File: src/rtl/lin_resp_frame.sv
module lin_resp_frame #(
  parameter int          RX_LEN      = 3,
  parameter int          TX_LEN      = 2,
  parameter logic [7:0]  SYNC_BYTE   = 8'h55,
  parameter logic [7:0]  LISTEN_PID  = 8'hAD,
  parameter logic [7:0]  RESPOND_PID = 8'h3C
) (
  input  logic                clk,
  input  logic                rst_n,
  input  logic                rx_valid,
  input  logic [7:0]          rx_data,
  input  logic                brk_det,
  output logic                brk_arm,
  input  logic [8*TX_LEN-1:0] resp_bytes,
  output logic                tx_valid,
  output logic [7:0]          tx_data,
  input  logic                tx_ready,
  output logic [8*RX_LEN-1:0] rx_payload,
  output logic                frame_done,
  output logic                frame_err
);
  localparam int MAXLEN = (RX_LEN > TX_LEN) ? RX_LEN : TX_LEN;
  localparam int CNT_W  = $clog2(MAXLEN + 1);

  typedef enum logic [2:0] {S_IDLE, S_SYNC, S_PID, S_RXD, S_TXD} state_t;

  state_t           state;
  logic [CNT_W-1:0] cnt;
  logic [7:0]       acc;
  logic [7:0]       resp_byte;

  function automatic logic [7:0] eac_add(input logic [7:0] a, input logic [7:0] b);
    logic [8:0] s;
    s = {1'b0, a} + {1'b0, b};
    return s[7:0] + {7'd0, s[8]};
  endfunction

  always_comb begin
    resp_byte = 8'h00;
    for (int i = 0; i < TX_LEN; i++)
      if (cnt == CNT_W'(i)) resp_byte = resp_bytes[8*i +: 8];
  end

  assign brk_arm  = (state == S_IDLE);
  assign tx_valid = (state == S_TXD);
  assign tx_data  = (cnt == CNT_W'(TX_LEN)) ? ~acc : resp_byte;

  always_ff @(posedge clk or negedge rst_n) begin
    if (!rst_n) begin
      state      <= S_IDLE;
      cnt        <= '0;
      acc        <= '0;
      rx_payload <= '0;
      frame_done <= 1'b0;
      frame_err  <= 1'b0;
    end else begin
      frame_done <= 1'b0;
      frame_err  <= 1'b0;
      if (brk_det) begin
        state <= S_SYNC;
        cnt   <= '0;
      end else begin
        case (state)
          S_SYNC: if (rx_valid) state <= (rx_data == SYNC_BYTE) ? S_PID : S_IDLE;
          S_PID: if (rx_valid) begin
            acc <= rx_data;
            cnt <= '0;
            if (rx_data == LISTEN_PID)       state <= S_RXD;
            else if (rx_data == RESPOND_PID) state <= S_TXD;
            else                             state <= S_IDLE;
          end
          S_RXD: if (rx_valid) begin
            if (cnt == CNT_W'(RX_LEN)) begin
              if (rx_data == ~acc) frame_done <= 1'b1;
              else                 frame_err  <= 1'b1;
              state <= S_IDLE;
            end else begin
              acc <= eac_add(acc, rx_data);
              for (int i = 0; i < RX_LEN; i++)
                if (cnt == CNT_W'(i)) rx_payload[8*i +: 8] <= rx_data;
              cnt <= cnt + 1'b1;
            end
          end
          S_TXD: if (tx_ready) begin
            if (cnt == CNT_W'(TX_LEN)) begin
              frame_done <= 1'b1;
              state      <= S_IDLE;
            end else begin
              acc <= eac_add(acc, resp_byte);
              cnt <= cnt + 1'b1;
            end
          end
          default: ;
        endcase
      end
    end
  end
endmodule


File: config.mk
export PLATFORM = sky130hd
export DESIGN_NAME = lin_resp_frame
export DESIGN_NICKNAME = d
export VERILOG_FILES = /design/src/rtl/lin_resp_frame.sv
export SDC_FILE = /design/constraint.sdc
export NUM_CORES = 1
export LEC_CHECK = 0
export ABC_CLOCK_PERIOD_IN_PS = 10000
export BUFFER_PORTS_ARGS = -buffer_cell sky130_fd_sc_hd__buf_4
export CAP_MARGIN = 30
export CORE_ASPECT_RATIO = 0.5
export CORE_MARGIN = 4
export CORE_UTILIZATION = 50
export DETAILED_ROUTE_END_ITERATION = 6
export GPL_ROUTABILITY_DRIVEN = 0
export GPL_TIMING_DRIVEN = 0
export PLACE_DENSITY = 0.82
export RECOVER_POWER = 25
export SLEW_MARGIN = 20
export SYNTH_ARGS = -nofsm -noshare
export SYNTH_HDL_FRONTEND = slang
export SYNTH_SLANG_ARGS = --single-unit
export TNS_END_PERCENT = 50
File: constraint.sdc
create_clock -name clk -period 10 [get_ports clk]
set_input_delay 1.5 -clock clk [delete_from_list [all_inputs] [get_ports clk]]
set_output_delay 1.5 -clock clk [all_outputs]
set_load 0.005 [all_outputs]
==> Yosys cells after proc, flatten, opt, wreduce, memory -nomap -nowiden <==
Cells that the tools add are included.
{ "word_totals": {"register_bits": 39, "inputBits": 29, "output_inout_bits": 36, "elab_cells": 90} }
{ "classes": {"n_addsub": 5, "eq_ne": 24, "muxes": 39, "n_bitwise": 3, "reduce_logical": 11} }
{ "ops": {"columns": ["operator", "count"], "rows": [
  ["8-bit two-way mux", 8],
  ["3-bit two-way mux", 9],
  ["8-bit one-hot mux with 3 select lines", 1],
  ["8-bit by 8-bit adder with 9-bit output", 2],
  ["3-bit != test (second input constant)", 6],
  ["8-bit by 1-bit adder with 8-bit output", 2],
  ["5-bit AND reduction", 3],
  ["2-bit two-way mux", 7],
  ["7-bit AND reduction", 2],
  ["3-bit one-hot mux with 4 select lines", 1],
  ["1-bit two-way mux", 11],
  ["8-bit by 6-bit equality test with 1-bit output (second input constant)", 1],
  ["8-bit by 7-bit equality test with 1-bit output (second input constant)", 1],
  ["8-bit equality test", 1],
  ["8-bit equality test (second input constant)", 1],
  ["2-bit != test (second input constant)", 4],
  ["8-bit inverter", 1],
  ["3-bit by 2-bit equality test with 1-bit output (second input constant)", 2],
  ["3-bit by 2-bit != test with 1-bit output (second input constant)", 2],
  ["2-bit one-hot mux with 3 select lines", 1],
  ["6-bit AND reduction", 1],
  ["5-bit nonzero test", 1],
  ["2-bit equality test (second input constant)", 2],
  ["4-bit nonzero test", 1],
  ["10 further kinds", 11]
]} }

==> Logic depth before layout (Yosys ltp) <==
Gate-level depths: netlist (run 1).
{ "depth": {"ltp_word": 8, "depth_mapped": 18, "mapped_depth_nobuf": 18} }

==> Worst setup path before layout (run 1) <==
No wires, ideal clock.
{ "synth_path": {"path_type": "input port to flip-flop", "from": "input resp_bytes[8]", "to": "register acc[6]", "setup_ps": 82, "arrival_time_ps": 4097, "required_time_ps": 9918, "slack_ps": 5821, "path_stages": 15, "path_buffers": 0, "cell_sequence": "a22o_1 -> ha_1 -> fa_1 -> a211oi_1 -> o31ai_1 -> a21oi_1 -> o21bai_1 -> ha_1 -> ha_1 -> o211ai_1 -> o21ba_2 -> nand4_1 -> xor2_1 -> a22oi_1 -> a31oi_1"} }
{ "synth_between": {"elab_chain_cells": 6} }
{ "synth_lines": {"columns": ["element", "line_no", "rtl"], "rows": [
  ["start: declaration", "14", "input logic [8*TX_LEN-1:0] resp_bytes,"],
  ["8-bit two-way mux", "41", "if (cnt == CNT_W'(i)) resp_byte = resp_bytes[8*i +: 8];"],
  ["8-bit by 8-bit adder with 9-bit output", "34", "s = {1'b0, a} + {1'b0, b};"],
  ["8-bit by 1-bit adder with 8-bit output", "35", "return s[7:0] + {7'd0, s[8]};"],
  ["8-bit two-way mux", "85", "if (cnt == CNT_W'(TX_LEN)) begin"],
  ["8-bit two-way mux", "84", "S_TXD: if (tx_ready) begin"],
  ["8-bit one-hot mux with 3 select lines", "63", "case (state)"],
  ["end signal: assignment", "66", "acc <= rx_data;"],
  ["end signal: assignment", "78", "acc <= eac_add(acc, rx_data);"],
  ["end signal: assignment", "89", "acc <= eac_add(acc, resp_byte);"],
  ["end: declaration", "29", "logic [7:0] acc;"]
]} }
Every way passes these cells. The select of a mux whose other input is x is not followed.
A chain may end at the register's enable or synchronous reset.

==> Final worst setup path (run 1) <==
{ "layout_path": {"from": "input rx_data[0]", "to": "register acc[4]"} }
{ "layout_between": {"elab_chain_cells": 5} }
{ "layout_lines": {"columns": ["element", "line_no", "rtl"], "rows": [
  ["start: declaration", "11", "input logic [7:0] rx_data,"],
  ["8-bit by 8-bit adder with 9-bit output", "34", null],
  ["8-bit by 1-bit adder with 8-bit output", "35", null],
  ["8-bit two-way mux", "73", "if (cnt == CNT_W'(RX_LEN)) begin"],
  ["8-bit two-way mux", "72", "S_RXD: if (rx_valid) begin"],
  ["8-bit one-hot mux with 3 select lines", "63", null]
]} }
Every way passes these cells. The select of a mux whose other input is x is not followed.

==> impl_metrics.json, run 1 <==
{
  "start_kind": "primary input",
  "worst_hold_path_type": "reg2reg",
  "fin_crit_ns": 4.28,
  "worstHoldPathCells": 1,
  "yosysSeqAreaShare": 0.327,
  "max-vdd-ir-drop_uv": 52.9,
  "fmax_mhz": 234,
  "worstMarginPinSlew_ns": 2.12,
  "end_kind": "flip-flop",
  "antenna_cells": 0,
  "worstPathArrival_ns": 4.48,
  "dp_hpwl_um": 5880,
  "area_growth_pct": 23.7,
  "multi_input_area_mm2": 0.00195,
  "top_layer_used": "met4",
  "synth-compound-area-share": 0.166,
  "synth_top_area_frac": 0.327,
  "met2WireLength_um": 3360,
  "synthTopCellsByArea": "dfrtp_1 (33%), mux2_4 (12%), ha_1 (10%)",
  "synthTopCellsByCount": "dfrtp_1 (39), nor2_1 (29), nand2_1 (26)",
  "clockBufferDepth": 2,
  "wirelength_met1_um": 3590,
  "async_flop_share": 1.00,
  "wl_met3_um": 439,
  "grt_max_degree": 40,
  "io_pins": 65,
  "synth-seq-cells": 39,
  "grt_pass1_vias": 2527,
  "startpoint": "rx_data[0]",
  "setup_viol": 0,
  "drc": 0,
  "layout.nets": 425,
  "fin_tns_setup_ns": 0,
  "die_w_um": 117,
  "syn_inst": 299,
  "cts_tree": "built",
  "cap_viol_max_count": 1,
  "layout-drive-gt1-share": 0.300,
  "synth_mux_area_frac": 0.125,
  "max_slew_margin": -0.414,
  "drtIter0Drc": 247,
  "cts_htree_levels": 2,
  "port_buffers": 63,
  "criticalPathCategory": "in2reg",
  "fill_cells": 443,
  "numCtsBuffers": 5,
  "maxSlewViolCount": 40,
  "power.share.clock": 0.389,
  "synthDistinctLibCells": 58,
  "placed_cells": 435,
  "cell_internal_pwr_mw": 0.289,
  "status": "finished, violations left",
  "failed_checks": "capacitance limit, slew limit",
  "via_per_inst": 5.70,
  "combPwrFrac": 0.203,
  "synth-xor-area-share": 0.0634,
  "p_leak_nw": 1.88,
  "ys.flop_type": "dfrtp_1",
  "num_vias": 2525,
  "antenna_left": 0,
  "period_share": 0.428,
  "die_h_um": 62.6,
  "yosysTopAreaCell": "dfrtp_1",
  "pwr-share-seq": 0.408,
  "p_switching_mw": 0.111,
  "clock-sinks": 39,
  "cts_root_buf": "clkbuf_16",
  "synth_area_mm2": 0.00298,
  "grt_antenna_before_repair": 0,
  "stdcell_count": 443,
  "start_util": 0.529,
  "critPathRequiredTime_ns": 10.20,
  "rr_worst_depth": 18,
  "avgSynthCellArea_um2": 9.97,
  "holdWs_ns": 0.512,
  "dr.pass1.iters": 4,
  "synth_nets": 355,
  "clk_latency_ns": 0.28,
  "holdBufCountCts": 0,
  "grt_pass1_wl_um": 12400,
  "r2r-start": "cnt[0]",
  "core_mm2": 0.00563,
  "rsz0062_at_grt": "no",
  "swShare": 0.277,
  "cts.repair.resized": 0,
  "regArea_um2": 976,
  "synth-edff-count": 0,
  "routedWlPerCell_um": 16.9,
  "yosys_warnings": 0,
  "skew_ns": 0.00317,
  "synth_top_family_by_area": "simple AND/OR/NAND/NOR gates",
  "routed_wl_um": 7490,
  "powerDensity_mw_per_mm2": 108,
  "synth-simple-area-share": 0.181,
  "finalHoldViolCount": 0,
  "overflow": 0,
  "die_area_mm2": 0.00734,
  "clkTransAtPathRegs_ns": 0.06,
  "floorplan.rows": 19,
  "synthAdderAreaFrac": 0.118,
  "track_usage": 0.210,
  "hold_start": "rx_payload[5]",
  "yosysMostFrequentCell": "dfrtp_1",
  "worstPathMaxFanout": 8,
  "postCtsSetupBuffers": 0
}
==> logic make-up (layout without fill, tap and decap cells) <==
family | Yosys count | in the layout
AND/OR/NAND/NOR | 102 | 102
multiplexers | 25 | 25
adder cells (fa/ha/maj) | 27 | 27
XOR/XNOR | 20 | 20
AO/OA/AOI/OAI | 74 | 74
flip-flops | 39 | 39
buffers and inverters | 12 | 83
==> layout make-up <==
class,instances,area share
Clock buffer,5,0.0339
Buffer,8,0.0115
Inverter,4,0.00407
Timing Repair Buffer,63,0.127
Clock inverter,3,0.00543
Tap cell,73,0.0248
Multi-Input combinational cell,248,0.528
Sequential cell,39,0.265
==> sequential cells by signal, summed over array words and instances, names as in the netlist <==
name / cells
rx_payload: 24
acc: 8
state: 3
cnt: 2
frame_done: 1
frame_err: 1
==> final timing paths <==
| kind | to | slack, ns |
|---|---|---|
| max | acc[4] | 5.72 |
| min | rx_payload[5] | 0.51 |
| max reg2reg | acc[6] | 5.86 |
| min reg2reg | rx_payload[5] | 0.51 |
| max in group asynchronous | rx_payload[20] | 6.95 |
| min in group asynchronous | acc[7] | 1.83 |
==> per-stage QoR <==
stage,setup WS [ns],power [mW],utilization,cell area (um2)
after floorplan,5.82,0.216,-,2980
after global placement,5.49,0.243,0.629,3540
after detailed placement,5.45,0.245,0.629,3540
after CTS,5.73,0.402,0.655,3690
after global routing,5.49,0.420,0.654,3690
final,5.72,0.400,0.654,3690
==> worst max-delay path, stage by stage <==
cell and delay, ns:
buf_4 0.15, ha_1 0.23, fa_1 0.41, a211oi_1 0.40, o21bai_1 0.13, a21oi_1 0.25, nor2b_1 0.08, o21ai_0 0.16
nand2b_1 0.09, ha_1 0.21, ha_1 0.20, and2_1 0.17, nand2_1 0.09, xnor2_1 0.12, a22oi_1 0.09, a31oi_1 0.20
==> per-layer routing <==
layer / vias to the layer above / track usage
met4: 0 / 0.0515
met5: - / 0
met3: 12 / 0.0368
li1: 1236 / -
met1: 1197 / 0.297
met2: 80 / 0.333
==> placed cells by master, fill, tap and decap left out, types with 6 or more instances in the layout <==
master,n
o21ai_0,12
ha_1,25
nand2_1,26
nand3_1,8
buf_4,63
xor2_1,9
dfrtp_1,39
nor2_1,29
xnor2_1,10
a22o_1,6
mux2_4,24
o21a_1,6
a31oi_1,9
a21oi_1,16
==> power by group through the flow <==
stage	Sequential, mW	Combinational, mW	Clock [mW]
5_1_grt	0.163	0.0897	0.167
2_1_floorplan	0.165	0.0514	0
4_1_cts	0.163	0.0807	0.158
6_report	0.163	0.0811	0.156
3_5_place_dp	0.166	0.0798	0
3_3_place_gp	0.166	0.0777	0
Power figures use the tool's default switching activity.
==> run 2, diff against run 1 <==
ABC_CLOCK_PERIOD_IN_PS = 4400   (was 10000)
clock period = 4.4 ns   (was 10 ns; I/O delays follow)
==> run 2 against run 1 <==
Compared with the run above: the flow still finishes with violations (capacitance limit, slew limit); wire length down 0.13%; sequential power up 130%; clock skew about the same; via count up 0.28%; count of clock-buffer cells in the layout unchanged; sequential cell count unchanged; setup slack worse by 5.4 ns.
==> impl_metrics.json, run 2 (synthesis gave the netlist of run 1 again) <==
{
  "dpl_cell_area_mm2": 0.00354,
  "grt_pass1_vias": 2527,
  "io_pins": 65,
  "criticalPathCategory": "reg2reg",
  "floorplan.rows": 19,
  "path_common_cell": "ha_1",
  "skew_ns": 0.00327,
  "worstMarginPinSlew_ns": 2.12,
  "port_buffers": 63,
  "setup_slack_ns": 0.368,
  "cts_root_buf": "clkbuf_16",
  "crit_chain": "inv_1 -> ha_1 -> clkbuf_1 -> o21ai_0 -> fa_1 -> a211oi_1 -> o31ai_1 -> a21oi_1 -> o21bai_1 -> ha_1 -> ha_1 -> o211ai_1 -> o21ba_2 -> nand4_1 -> xor2_1 -> a22oi_1 -> a31oi_1",
  "cap_viol_max_count": 1,
  "start_util": 0.529,
  "powerDensity_mw_per_mm2": 246,
  "grt_antenna_before_repair": 0,
  "fill_cells": 441,
  "grt_max_degree": 40,
  "rsz0062_at_grt": "no",
  "worstPathBufferInverterCount": 2,
  "fin_tns_setup_ns": 0,
  "regArea_um2": 976,
  "end_kind": "flip-flop",
  "drc": 0,
  "clk_latency_ns": 0.28,
  "die_area_mm2": 0.00734,
  "final_common_cell": "buf_4",
  "clockBufferDepth": 2,
  "failed_checks": "capacitance limit, slew limit",
  "path_delay_family": "compound AO/OA/AOI/OAI gates",
  "dp_hpwl_um": 5880,
  "critPathRequiredTime_ns": 4.61,
  "die_w_um": 117,
  "drtIter0Drc": 233,
  "routedWlPerCell_um": 16.9,
  "dr.pass1.iters": 4,
  "maxSlewViolCount": 40,
  "period_share": 0.916,
  "status": "finished, violations left",
  "layout_common_cells": "buf_4 (63), dfrtp_1 (39), nor2_1 (29), nand2_1 (26), ha_1 (25)",
  "cts_tree": "built",
  "area_growth_pct": 23.8,
  "clkTransAtPathRegs_ns": 0.06,
  "worst_hold_path_type": "reg2reg",
  "routed_wl_um": 7480,
  "max-vdd-ir-drop_uv": 120,
  "multi_input_area_mm2": 0.00195,
  "max_slew_margin": -0.414,
  "track_usage": 0.210,
  "reg_top3": "rx_payload x24, acc x8, state x3",
  "core_mm2": 0.00563,
  "fmax_mhz": 248,
  "final_area_mm2": 0.00369,
  "worstPathMaxFanout": 10,
  "layout.nets": 425,
  "layout-drive-gt1-share": 0.303,
  "cpMaxStageDelayCell": "fa_1",
  "antenna_left": 0,
  "top_register": "rx_payload",
  "fin_crit_ns": 4.03,
  "power.total_mw": 0.908,
  "p_leak_nw": 1.88,
  "numCtsBuffers": 5,
  "num_vias": 2532,
  "largest_register_ffs": 24,
  "clock-sinks": 39,
  "via_per_inst": 5.72,
  "setup_viol": 0,
  "cts_htree_levels": 2,
  "overflow": 0,
  "worstPathArrival_ns": 4.24,
  "grt_pass1_wl_um": 12400,
  "slowest_delay_ns": 0.50,
  "die_h_um": 62.6,
  "antenna_cells": 0,
  "dp_slack_ns": 0.225,
  "start_kind": "flip-flop",
  "holdBufCountCts": 0,
  "finalHoldViolCount": 0
}
-- run 2: cell types whose count changed in the layout (fill, tap and decap cells not counted) --
cell,before,now
nor2b_2,0,1
nor2b_1,3,2
-- run 2: cell type report --
cell class | instances | share of cell area
Multi-Input combinational cell | 248 | 0.528
Clock buffer | 5 | 0.0339
Buffer | 8 | 0.0115
Timing Repair Buffer | 63 | 0.127
Tap cell | 73 | 0.0248
Inverter | 4 | 0.00407
Sequential cell | 39 | 0.265
Clock inverter | 3 | 0.00543
-- run 2: per-stage QoR --
stage / hold WS, ns / cells / utilization
CTS: 0.362 / 443 / 0.655
global route: 0.529 / 443 / 0.655
detailed placement: 0.503 / 435 / 0.629
global placement: 0.497 / 435 / 0.629
finish: 0.512 / 443 / 0.655
floorplan: 0.364 / 299 / -
-- run 2: metal layers --
layer / share of wire / track usage / wire (um) / vias to the layer above
met1: 0.47 / 0.297 / 3530 / 1196
met2: 0.45 / 0.333 / 3350 / 86
met5: 0 / 0 / 0 / -
met4: 0.014 / 0.0515 / 106 / 0
met3: 0.065 / 0.0368 / 486 / 14
li1: - / - / - / 1236
-- run 2: worst paths after layout --
path                               start        endpoint  slack (ns)  cells after the start
min                        rx_payload[5]   rx_payload[5]        0.51                      1
max reg2reg                       cnt[1]          acc[6]        0.37                     17
max in group asynchronous          rst_n  rx_payload[20]        2.19                      1
min in group asynchronous          rst_n          acc[7]        0.99                      1
min reg2reg                rx_payload[5]   rx_payload[5]        0.51                      1
max                               cnt[1]          acc[6]        0.37                     17
-- run 2: power breakdown --
| group | switching (mW) | total, mW | internal (mW) | leakage, nW |
|---|---|---|---|---|
| Clock | 0.145 | 0.354 | 0.209 | 0.0658 |
| Combinational | 0.0998 | 0.184 | 0.0844 | 1.28 |
| Sequential | 0.00694 | 0.370 | 0.363 | 0.537 |
-- run 2: repair_timing --
item | 4_1_cts | 5_1_grt
setup buffers | 0 | 0
gates resized for setup | 0 | 1
setup endpoints to repair | 0 | 1
